### config.mk
export PLATFORM = sky130hd
export DESIGN_NAME = erase_seq
export DESIGN_NICKNAME = d
export VERILOG_FILES = /design/src/rtl/erase_seq_pkg.sv /design/src/rtl/pulse_timer.sv /design/src/rtl/verify_cursor.sv /design/src/rtl/pulse_counter.sv /design/src/rtl/erase_seq.sv
export SDC_FILE = /design/constraint.sdc
export NUM_CORES = 1
export LEC_CHECK = 0
export BUFFER_PORTS_ARGS = -buffer_cell sky130_fd_sc_hd__buf_2
export CORE_MARGIN = 1.5
export CORE_UTILIZATION = 55
export DETAILED_ROUTE_END_ITERATION = 10
export GPL_TIMING_DRIVEN = 0
export PLACE_DENSITY = 0.77
export SLEW_MARGIN = 25
export SYNTH_ARGS = -nofsm -noshare
export SYNTH_HDL_FRONTEND = slang
export SYNTH_SLANG_ARGS = --single-unit
### constraint.sdc
create_clock -name clk_i -period 3.06 [get_ports clk_i]
set_input_delay 0 -clock clk_i [delete_from_list [all_inputs] [get_ports clk_i]]
set_output_delay 0 -clock clk_i [all_outputs]
set_load 0.005 [all_outputs]
### src/rtl/erase_seq_pkg.sv
`timescale 1ns/1ps
package erase_seq_pkg;

    typedef enum logic [3:0] {
        ST_IDLE,
        ST_SETUP,
        ST_ERASE,
        ST_WAIT,
        ST_VCMD,
        ST_VRD,
        ST_VCHK,
        ST_RDCMD,
        ST_END
    } seq_state_e;

    localparam logic [7:0] CMD_ERASE   = 8'h20;
    localparam logic [7:0] CMD_VERIFY  = 8'hA0;
    localparam logic [7:0] CMD_READ    = 8'h00;
    localparam logic [7:0] ERASED_BYTE = 8'hFF;

    typedef struct packed {
        logic       wr;
        logic       rd;
        logic [7:0] data;
        logic       use_cursor;
    } bus_op_t;

    // Bus activity implied by each state
    function automatic bus_op_t op_for(seq_state_e s);
        bus_op_t o;
        o = '{wr: 1'b0, rd: 1'b0, data: 8'h00, use_cursor: 1'b0};
        case (s)
            ST_SETUP, ST_ERASE: begin o.wr = 1'b1; o.data = CMD_ERASE; end
            ST_VCMD:  begin o.wr = 1'b1; o.data = CMD_VERIFY; o.use_cursor = 1'b1; end
            ST_VRD:   begin o.rd = 1'b1; o.use_cursor = 1'b1; end
            ST_RDCMD: begin o.wr = 1'b1; o.data = CMD_READ; end
            default:  ;
        endcase
        return o;
    endfunction

endpackage

### src/rtl/pulse_timer.sv
`timescale 1ns/1ps
module pulse_timer #(
    parameter int CLKS = 20000000
) (
    input  logic clk_i,
    input  logic rst_i,
    input  logic load_i,
    output logic expired_o
);
    localparam int TW = $clog2(CLKS) + 1;

    logic [TW-1:0] cnt_q;
    logic          run_q;

    // Loaded in the launching write cycle; expiry lands so that the next
    // bus cycle is exactly CLKS cycles after the load cycle.
    always_ff @(posedge clk_i) begin
        if (rst_i) begin
            cnt_q <= '0;
            run_q <= 1'b0;
        end else if (load_i) begin
            cnt_q <= TW'(CLKS - 2);
            run_q <= 1'b1;
        end else if (run_q) begin
            if (cnt_q == '0) run_q <= 1'b0;
            else             cnt_q <= cnt_q - 1'b1;
        end
    end

    assign expired_o = run_q && (cnt_q == '0);
endmodule

### src/rtl/verify_cursor.sv
`timescale 1ns/1ps
module verify_cursor #(
    parameter int ADDR_W = 18
) (
    input  logic              clk_i,
    input  logic              rst_i,
    input  logic              clr_i,
    input  logic              adv_i,
    output logic [ADDR_W-1:0] addr_o,
    output logic              last_o
);
    logic [ADDR_W-1:0] addr_q;

    // Not cleared on retry: the failing address is kept as resume point
    always_ff @(posedge clk_i) begin
        if (rst_i || clr_i) addr_q <= '0;
        else if (adv_i)     addr_q <= addr_q + 1'b1;
    end

    assign addr_o = addr_q;
    assign last_o = &addr_q;
endmodule

### src/rtl/pulse_counter.sv
`timescale 1ns/1ps
module pulse_counter #(
    parameter int MAX_PULSES = 30
) (
    input  logic                           clk_i,
    input  logic                           rst_i,
    input  logic                           clr_i,
    input  logic                           inc_i,
    output logic [$clog2(MAX_PULSES+1)-1:0] count_o,
    output logic                           spent_o
);
    localparam int CW = $clog2(MAX_PULSES + 1);

    logic [CW-1:0] cnt_q;

    always_ff @(posedge clk_i) begin
        if (rst_i || clr_i) cnt_q <= '0;
        else if (inc_i)     cnt_q <= cnt_q + 1'b1;
    end

    assign count_o = cnt_q;
    assign spent_o = (cnt_q == CW'(MAX_PULSES));
endmodule

### src/rtl/erase_seq.sv
`timescale 1ns/1ps
module erase_seq
    import erase_seq_pkg::*;
#(
    parameter int ADDR_W     = 18,
    parameter int PULSE_CLKS = 20000000,
    parameter int MAX_PULSES = 30
) (
    input  logic              clk_i,
    input  logic              rst_i,
    input  logic              start_i,
    output logic              done_o,
    output logic              error_o,
    output logic              vpp_en_o,
    output logic [ADDR_W-1:0] bus_addr_o,
    output logic [7:0]        bus_wdata_o,
    output logic              bus_wr_o,
    output logic              bus_rd_o,
    input  logic [7:0]        bus_rdata_i
);
    localparam int CNT_W = $clog2(MAX_PULSES + 1);

    seq_state_e        state_q, state_d;
    logic              fail_q, fail_d;
    logic              timer_load, timer_done;
    logic              run_clr, cur_adv, cur_last;
    logic              pc_inc, pc_spent;
    logic [ADDR_W-1:0] cursor;
    logic [CNT_W-1:0]  pulse_cnt;
    logic              byte_ok;
    bus_op_t           op;

    pulse_timer #(.CLKS(PULSE_CLKS)) timer_i (
        .clk_i     (clk_i),
        .rst_i     (rst_i),
        .load_i    (timer_load),
        .expired_o (timer_done)
    );

    verify_cursor #(.ADDR_W(ADDR_W)) cursor_i (
        .clk_i  (clk_i),
        .rst_i  (rst_i),
        .clr_i  (run_clr),
        .adv_i  (cur_adv),
        .addr_o (cursor),
        .last_o (cur_last)
    );

    pulse_counter #(.MAX_PULSES(MAX_PULSES)) pcount_i (
        .clk_i   (clk_i),
        .rst_i   (rst_i),
        .clr_i   (run_clr),
        .inc_i   (pc_inc),
        .count_o (pulse_cnt),
        .spent_o (pc_spent)
    );

    assign byte_ok = (bus_rdata_i == ERASED_BYTE);

    always_comb begin
        state_d    = state_q;
        fail_d     = fail_q;
        timer_load = 1'b0;
        run_clr    = 1'b0;
        cur_adv    = 1'b0;
        pc_inc     = 1'b0;
        case (state_q)
            ST_IDLE: if (start_i) begin
                run_clr = 1'b1;
                fail_d  = 1'b0;
                state_d = ST_SETUP;
            end
            ST_SETUP: state_d = ST_ERASE;
            ST_ERASE: begin
                pc_inc     = 1'b1;
                timer_load = 1'b1;
                state_d    = ST_WAIT;
            end
            ST_WAIT:  if (timer_done) state_d = ST_VCMD;
            ST_VCMD:  state_d = ST_VRD;
            ST_VRD:   state_d = ST_VCHK;
            ST_VCHK: begin
                if (byte_ok) begin
                    if (cur_last) state_d = ST_RDCMD;
                    else begin
                        cur_adv = 1'b1;
                        state_d = ST_VCMD;
                    end
                end else if (pc_spent) begin
                    fail_d  = 1'b1;
                    state_d = ST_RDCMD;
                end else begin
                    state_d = ST_SETUP;
                end
            end
            ST_RDCMD: state_d = ST_END;
            ST_END:   state_d = ST_IDLE;
            default:  state_d = ST_IDLE;
        endcase
    end

    always_ff @(posedge clk_i) begin
        if (rst_i) begin
            state_q <= ST_IDLE;
            fail_q  <= 1'b0;
        end else begin
            state_q <= state_d;
            fail_q  <= fail_d;
        end
    end

    assign op          = op_for(state_q);
    assign bus_wr_o    = op.wr;
    assign bus_rd_o    = op.rd;
    assign bus_wdata_o = op.data;
    assign bus_addr_o  = op.use_cursor ? cursor : '0;

    assign vpp_en_o = (state_q != ST_IDLE) && (state_q != ST_END);
    assign done_o   = (state_q == ST_END) && !fail_q;
    assign error_o  = (state_q == ST_END) && fail_q;
endmodule

== Yosys cells after proc, flatten, opt, wreduce, memory -nomap -nowiden ==
Index checks and enable logic that the tools add are counted.
Storage, ports and cells
  flip-flop bits (word level): 55
  latch bits: 0
  memory bits (writable): 0
  bits in read-only memories: 0
  logic and storage cells: 74
  memories kept: 0
Operators by class
  add/subtract/negate cells: 3
  multiply operators: 0
  div/mod/pow operators: 0
  $lt $le $gt $ge: 0
  eq/ne operators: 16
  shifts and indexed selects: 0
  multiplexer cells: 27
  bitwise logic cells: 1
  reduce and logical (&&, ||, !) cells: 20
Operator list (count)
  25-bit two-way mux: 3
  4-bit one-hot mux with 8 select lines: 1
  26-bit logical NOT: 1
  26-bit by 1-bit subtractor with 26-bit output (second input constant): 1
  18-bit by 1-bit adder with 18-bit output (second input constant): 1
  18-bit two-way mux: 1
  18-bit AND reduction: 1
  4-bit by 3-bit == test with 1-bit output (second input constant): 4
  8-bit one-hot mux with 2 select lines: 1
  1-bit two-way mux: 15
  4-bit two-way mux: 3
  2-bit != test (second input constant): 5
  4-bit by 2-bit == test with 1-bit output (second input constant): 2
  8-bit == test (second input constant): 1
  2-bit AND reduction: 3
  2-bit OR reduction: 3
  5-bit by 1-bit adder with 5-bit output (second input constant): 1
  5-bit == test (second input constant): 1
  4-bit by 1-bit == test with 1-bit output (second input constant): 1
  4-bit == test (second input constant): 1
  1-bit logical AND: 4
  4-bit logical NOT: 1
  4-bit != test (second input constant): 1
  4-bit AND reduction: 1
  other kinds (9): 10

== Depth between registers and ports, before layout ==
Gate-level depths: netlist (run 1).
  depth in word-level cells: 4
  mapped depth: 8
  gate-level depth less buffers: 7

== By module ==
From an unflattened synthesis (run 1), not the netlist that was laid out.
Second synthesis, totals
  cell total of the unflattened synthesis: 365
  area total of the unflattened synthesis: 3109.2 sq um
By module, submodules not included
  pulse_timer: instances 1, cells an instance 158, area each 1417.6 sq um, sequential area each 540.5 sq um
  verify_cursor: instances 1, cells an instance 96, area each 827.0 sq um, sequential area each 360.3 sq um
  erase_seq: instances 1, cells an instance 85, area each 598.1 sq um, sequential area each 100.1 sq um
  pulse_counter: instances 1, cells an instance 26, area each 266.5 sq um, sequential area each 100.1 sq um

== Worst setup path after synthesis (run 1) ==
OpenSTA, ideal clock, no wires.
  kind: register to register
  start point: register timer_i.cnt_q[16]
  end point: register timer_i.cnt_q[1]
  library setup time: 0.070 ns
  data arrival time: 2.209 ns
  slack: 0.781 ns
  cell stages (with the launch flop): 7
  path buffers: 1
  clock period less this slack: 2.279 ns
  path through: dfxtp_1 or4_4 or4_4 buf_6 o21ai_2 mux2_2 a21oi_1
On the way
  word-level cells in the longest chain between the ends: 3
RTL lines
  start: declaration: line pulse_timer.sv:12  | logic [TW-1:0] cnt_q;
  start signal: assignment: line pulse_timer.sv:22  | cnt_q <= TW'(CLKS - 2);
  start signal: assignment: line pulse_timer.sv:26  | else cnt_q <= cnt_q - 1'b1;
  26-bit logical NOT: line pulse_timer.sv:25  | if (cnt_q == '0) run_q <= 1'b0;
  2-bit != test (no line)
  2-bit AND reduction (no line)
No other way between the ends.
A chain may end at the register's enable or synchronous reset.

== Final worst setup path (run 1) ==
  start point: register state_q[2]
  end point: register cursor_i.addr_q[17], in the netlist cursor_i.addr_o[17]
On the way
  word-level cells in the longest chain between the ends: 3
RTL lines
  start: declaration: line erase_seq.sv:23  | seq_state_e state_q, state_d;
  start signal: assignment: line erase_seq.sv:107  | state_q <= state_d;
  4-bit logical NOT: line erase_seq.sv:67  | case (state_q)
  1-bit two-way mux: line erase_seq.sv:67
  1-bit logical OR: line verify_cursor.sv:16  | if (rst_i || clr_i) addr_q <= '0;
  end signal: assignment: line verify_cursor.sv:17  | else if (adv_i) addr_q <= addr_q + 1'b1;
  end: declaration: line verify_cursor.sv:12  | logic [ADDR_W-1:0] addr_q;
Several ways; a longest one is shown, not always the timed one.

==> results of run 1 <==
-- state kept, by name (all words and copies together), names as in the netlist --
register	flops
cursor_i.addr_o	18
fail_q	1
state_q	4
timer_i.run_q	1
timer_i.cnt_q	26
pcount_i.count_o	5
-- final cells by class --
| type | instances | share of cell area (%) |
|---|---|---|
| multi-input combinational | 275 | 51.8 |
| sequential | 55 | 32.6 |
| clock buffer | 8 | 2.96 |
| timing repair buffer | 35 | 5.18 |
| tap | 70 | 2.59 |
| inverter | 10 | 1.11 |
| buffer | 26 | 3.85 |
-- power by group --
part	internal [mW]	total [mW]	switching, mW
registers	0.785	0.860	0.0747
logic	0.256	0.630	0.374
clock network	0.207	0.435	0.228
total	1.25	1.93	0.677
-- metal layers --
layer	share of wire, %	up-vias	routed length, µm	track usage (%)
met5	0	-	0	0
met4	0.75	0	49	6.48
met3	5.0	4	324	3.33
met2	45	55	2920	37.0
met1	50	1256	3230	32.1
li1	-	1386	-	-
-- kinds of logic (layout without fill, tap and decap cells) --
| logic type | Yosys count | in the layout | share of synthesized area [%] |
|---|---|---|---|
| AOI/OAI and AO/OA | 67 | 67 | 14.3 |
| xor gates and xnor gates | 33 | 33 | 9.65 |
| adders and majority gates | 5 | 5 | 2.09 |
| buffers and inverters | 36 | 79 | 5.60 |
| DFF | 55 | 55 | 36.8 |
| muxes | 3 | 3 | 1.04 |
| other | 1 | 6 | 0.125 |
| and+or+nand+nor | 161 | 161 | 30.4 |
-- metrics by stage --
step	setup slack [ns]	hold WS, ns	std cells
2_1_floorplan	0.781	0.184	366
3_3_place_gp	0.615	0.364	471
3_5_place_dp	0.595	0.358	471
4_1_cts	0.564	0.0266	479
5_1_grt	0.251	0.0509	479
6_report	0.542	0.0312	479
-- Yosys cell counts (2+ instances only) --
cell type | number | area share [%]
o211ai_2 | 2 | 0.84
a31oi_1 | 6 | 1.3
nand2_1 | 11 | 1.4
buf_2 | 2 | 0.33
nand3b_1 | 2 | 0.50
nor4_1 | 8 | 1.7
nand2b_1 | 2 | 0.42
buf_4 | 6 | 1.5
o31ai_1 | 7 | 1.8
nand4_1 | 6 | 1.3
and2_1 | 18 | 3.8
and3_1 | 4 | 0.84
inv_1 | 10 | 1.3
nand3_1 | 7 | 1.2
a211oi_1 | 7 | 1.8
or3_1 | 13 | 2.7
nor2_1 | 41 | 5.1
xnor2_1 | 18 | 5.3
ha_1 | 5 | 2.1
nand4b_1 | 2 | 0.59
or4_1 | 10 | 2.5
a21oi_1 | 21 | 3.5
and4_1 | 5 | 1.5
nor3_1 | 20 | 3.3
o211ai_1 | 7 | 1.8
or4_4 | 2 | 0.75
mux2i_1 | 2 | 0.67
clkbuf_1 | 17 | 2.1
o21ai_0 | 10 | 1.7
or2_2 | 2 | 0.42
dfxtp_1 | 55 | 37
a31o_2 | 2 | 0.59
xor2_1 | 15 | 4.4
nor4b_1 | 2 | 0.59
-- placed cells by master, fill, tap and decap left out, types with 11 or more instances in the layout --
cell type  instances
dfxtp_1           55
nor2_1            41
buf_2             37
a21oi_1           21
nor3_1            20
clkbuf_1          18
and2_1            18
xnor2_1           18
xor2_1            15
or3_1             13
nand2_1           11
-- worst max-delay path: cells and delay by family (launching register included) --
kind / cells / cell delay [ns]
buffers and inverters: 1 / 0.21
xor gates and xnor gates: 1 / 0.17
DFF: 1 / 0.31
and+or+nand+nor: 4 / 1.72
-- worst max-delay path by stage --
stage | slack [ns] | startpoint | cells past startpoint | end
finish | 0.54 | state_q[2] | 6 | cursor_i.addr_o[17]
global placement | 0.62 | state_q[2] | 6 | cursor_i.addr_o[17]
floorplan | 0.78 | timer_i.cnt_q[16] | 6 | timer_i.cnt_q[1]
CTS | 0.56 | state_q[2] | 6 | cursor_i.addr_o[17]
global route | 0.25 | state_q[2] | 6 | cursor_i.addr_o[17]
detailed placement | 0.60 | state_q[2] | 6 | cursor_i.addr_o[17]
==> flow_metrics.py, run 1 <==
metrics = {
    "outcome": {
        "status": "finished clean",
    },
    "timing": {
        "slew_violations": 0,
        "slew-limit-headroom_pct": 46.9,
        "hold_violations": 0,
        "worst_pin_slew_ns": 0.786,
        "fin_skew_ns": 0.00660,
        "finalCriticalPeriod_ns": 2.52,
        "layout_worst_path_cycle_share_pct": 82.3,
        "clock.fmax_mhz": 397,
        "tns_ns": 0,
        "setup_viol": 0,
        "rsz0062_at_grt": "no",
    },
    "critical_path": {
        "r2r.worst_path.cells": 6,
        "path_max_fanout": 10,
        "worstPathRequired_ns": 3.27,
        "worstSetupStartpointType": "register",
        "path_class": "reg -> reg",
        "r2r_end": "cursor_i.addr_o[17]",
        "endpoint_kind": "register",
        "crit_chain": "buf_2, nor4bb_1, nand4_1, nor4b_1, xnor2_1, nor2_1",
        "cpMaxStageDelayCell": "nor4bb_1",
        "timing.reg2reg.setup_slack_ns": 0.54,
        "arrival_ns": 2.72,
        "critPathMaxStageDelay_ns": 0.66,
        "r2r-start": "state_q[2]",
    },
    "detailed_routing": {
        "vias": 2701,
        "drt_iter0_markers": 154,
        "wl_per_cell_um": 13.6,
        "dr.pass1.iters": 4,
        "ant_nets": 0,
        "viasPerCell": 5.64,
        "totalWireLength_um": 6520,
        "drc": 0,
    },
    "die": {
        "die_h_um": 76.8,
        "chipWidth_um": 76.8,
        "start_util_pct": 57.9,
        "die_area_um2": 5900,
        "pin_count": 42,
        "rows": 26,
        "core_um2": 5170,
    },
    "synthesis": {
        "yosys_warnings": 0,
        "synth.distinct_cells": 48,
        "syn_avg_cell_area_um2": 8.29,
        "async_flop_share_pct": 0,
        "synth-seq-cells": 55,
        "syn_inst": 361,
        "yosysSeqAreaShare_pct": 36.8,
        "synth-edff-count": 0,
        "syn_area_um2": 2990,
        "synth-main-ff-cell": "dfxtp_1",
    },
    "final_layout": {
        "design_area_um2": 3380,
        "diodes": 0,
        "utilization_pct": 65.4,
        "drive_gt1_share_pct": 15.4,
        "nNetsFinal": 424,
        "area_delta_synth_final_pct": 13.0,
        "ff_latch_area_um2": 1100,
        "multi_input_area_um2": 1750,
        "fillers": 451,
    },
    "global_routing": {
        "grt.overflow.total": 0,
        "grt_util_all_layers_pct": 23.0,
        "grt_pass1_vias": 2392,
        "antenna_found_initial": 0,
        "grt_pass1_wl_um": 11200,
        "grt_max_degree": 16,
    },
    "place": {
        "dp_hpwl_um": 4710,
        "numPortBuffers": 35,
        "place_area_um2": 3280,
        "gp_congestion": 0.802,
    },
    "clocking": {
        "root_buffer": "clkbuf_8",
        "cts_buffers": 5,
        "post_cts_buffers": 0,
        "cts_tree": "yes",
        "ctsResizeCount": 0,
        "ctsHoldBuffers": 0,
        "clock_sinks": 55,
        "cts_max_level": 2,
        "clk_latency_ns": 0.31,
        "clkTransAtPathRegs_ns": 0.10,
        "clk_path_buf_depth": 2,
    },
    "pwr": {
        "ir_drop_mv": 0.334,
        "leakage_nw": 1.27,
        "totalPowerFinal_mw": 1.93,
        "power_density_nw_per_um2": 569,
    },
    "hold_path": {
        "hold_depth": 3,
        "hp-start": "rst_i",
        "min_to": "timer_i.cnt_q[12]",
        "hold_class": "in -> reg",
    },
    "run": {
        "maxCapViolations": 0,
    },
}
Note: power is estimated with default switching activity, not from simulation.
==> run 2: changes to the inputs <==
==> constraint.sdc (replaced) <==
create_clock -name clk_i -period 2.6 [get_ports clk_i]
set_input_delay 0 -clock clk_i [delete_from_list [all_inputs] [get_ports clk_i]]
set_output_delay 0 -clock clk_i [all_outputs]
set_load 0.005 [all_outputs]
==> run 2 against run 1 <==
Net effect: clock skew grew 0.0018 ns; clock-buffer cell count is the same; cell count is the same; fmax grew 2.3%; clock power grew 19%; worst setup slack lost 0.40 ns; sequential power grew 17%; utilization grew 0.12 points; die area is the same.
==> flow_metrics.py, run 2 (synthesis gave the netlist of run 1 again) <==
metrics = {
    "die": {
        "die_h_um": 76.8,
        "rows": 26,
        "chipWidth_um": 76.8,
        "die_area_um2": 5900,
        "pin_count": 42,
        "start_util_pct": 57.9,
        "core_um2": 5170,
    },
    "place": {
        "gp_congestion": 0.802,
        "numPortBuffers": 35,
        "dp_hpwl_um": 4710,
    },
    "detailed_routing": {
        "wl_met1_um": 3330,
        "dr.pass1.iters": 4,
        "drc": 0,
        "wl_per_cell_um": 13.8,
        "ant_nets": 0,
        "viasPerCell": 5.69,
        "vias": 2726,
        "met2WireLength_um": 2960,
        "routed-wl-met3_um": 255,
        "totalWireLength_um": 6610,
        "drt_iter0_markers": 149,
        "top_layer": "met4",
    },
    "timing": {
        "clock.fmax_mhz": 406,
        "fin_skew_ns": 0.00843,
        "setup_viol": 0,
        "hold_violations": 0,
        "slew-limit-headroom_pct": 48.0,
        "finalCriticalPeriod_ns": 2.46,
        "rsz0062_at_grt": "no",
        "slew_violations": 0,
        "hold_ws_ns": 0.0272,
        "layout_worst_path_cycle_share_pct": 94.7,
        "worst_pin_slew_ns": 0.773,
        "tns_ns": 0,
    },
    "final_layout": {
        "drive_gt1_share_pct": 15.6,
        "fillers": 450,
        "diodes": 0,
        "area_delta_synth_final_pct": 13.2,
        "largest_reg_flops": 26,
        "nNetsFinal": 424,
        "top_register": "timer_i.cnt_q",
        "mostFrequentLayoutCells": "dfxtp_1, nor2_1, buf_2",
        "final_common_cell": "dfxtp_1",
    },
    "clocking": {
        "cts_buffers": 5,
        "clkTransAtPathRegs_ns": 0.10,
        "root_buffer": "clkbuf_8",
        "clk_path_buf_depth": 2,
        "clock_sinks": 55,
        "cts_max_level": 2,
        "post_cts_buffers": 0,
        "clk_latency_ns": 0.31,
        "cts_tree": "yes",
    },
    "global_routing": {
        "grt_max_degree": 16,
        "grt_pass1_wl_um": 11200,
        "grt.overflow.total": 0,
        "grt_pass1_vias": 2392,
        "grt_util_all_layers_pct": 23.0,
        "antenna_found_initial": 0,
    },
    "critical_path": {
        "path_max_fanout": 8,
        "r2r.worst_path.cells": 6,
        "worstSetupStartpointType": "register",
        "worstPathRequired_ns": 2.79,
        "path_class": "reg -> reg",
        "endpoint_kind": "register",
        "arrival_ns": 2.65,
    },
    "run": {
        "maxCapViolations": 0,
    },
    "outcome": {
        "status": "finished clean",
    },
    "pwr": {
        "leakage_nw": 1.27,
        "ir_drop_mv": 0.400,
        "power_density_nw_per_um2": 672,
    },
    "hold_path": {
        "hold_depth": 3,
        "hold_class": "in -> reg",
    },
}
==> run 2: stage by stage <==
step	power, mW	util, %	setup slack (ns)	instance area [µm²]	std cells
floorplan	1.58	-	0.321	3010	366
global placement	1.74	63.3	0.155	3280	471
detailed placement	1.76	63.3	0.135	3280	471
CTS	2.27	65.3	0.104	3380	479
global route	2.41	65.5	0.0312	3390	479
finish	2.28	65.5	0.138	3390	479
==> run 2: final timing paths <==
kind / slack (ns) / startpoint / end
max: 0.14 / timer_i.cnt_q[16] / state_q[1]
min: 0.03 / rst_i / timer_i.cnt_q[12]
max reg2reg: 0.14 / timer_i.cnt_q[16] / state_q[1]
min reg2reg: 0.48 / timer_i.cnt_q[15] / timer_i.cnt_q[15]
==> run 2: where the power goes <==
part           switching [mW]  internal (mW)
sequential             0.0886          0.924
clock                   0.275          0.244
combinational           0.443          0.302
total                   0.806           1.47
==> run 2: worst max-delay path, cell delays in order (launching register included) <==
cell and delay [ns]:
dfxtp_1 0.36, or4_4 0.58, or4_4 0.53, buf_6 0.15, or3_1 0.41, o21ai_0 0.21, o21ai_1 0.11
==> run 2: metal layers <==
layer | vias up | global-route usage, %
li1 | 1387 | -
met1 | 1282 | 32.1
met2 | 51 | 37.0
met3 | 6 | 3.33
met4 | 0 | 6.48
met5 | - | 0
==> run 2: area by class of cell <==
type | instances | area (µm²) | area share [%]
repair buffers | 35 | 175 | 5.17
plain buffers | 26 | 130 | 3.84
flip-flops and latches | 55 | 1100 | 32.5
inverters | 10 | 37.5 | 1.11
clock buffers | 8 | 100 | 2.95
well taps | 70 | 87.6 | 2.58
multi-input cells | 275 | 1760 | 51.8
==> run 2: what timing repair did <==
item                                    CTS  global route
hold buffers                              0             0
gates resized for setup                   0             1
endpoints found under the setup margin    0             9
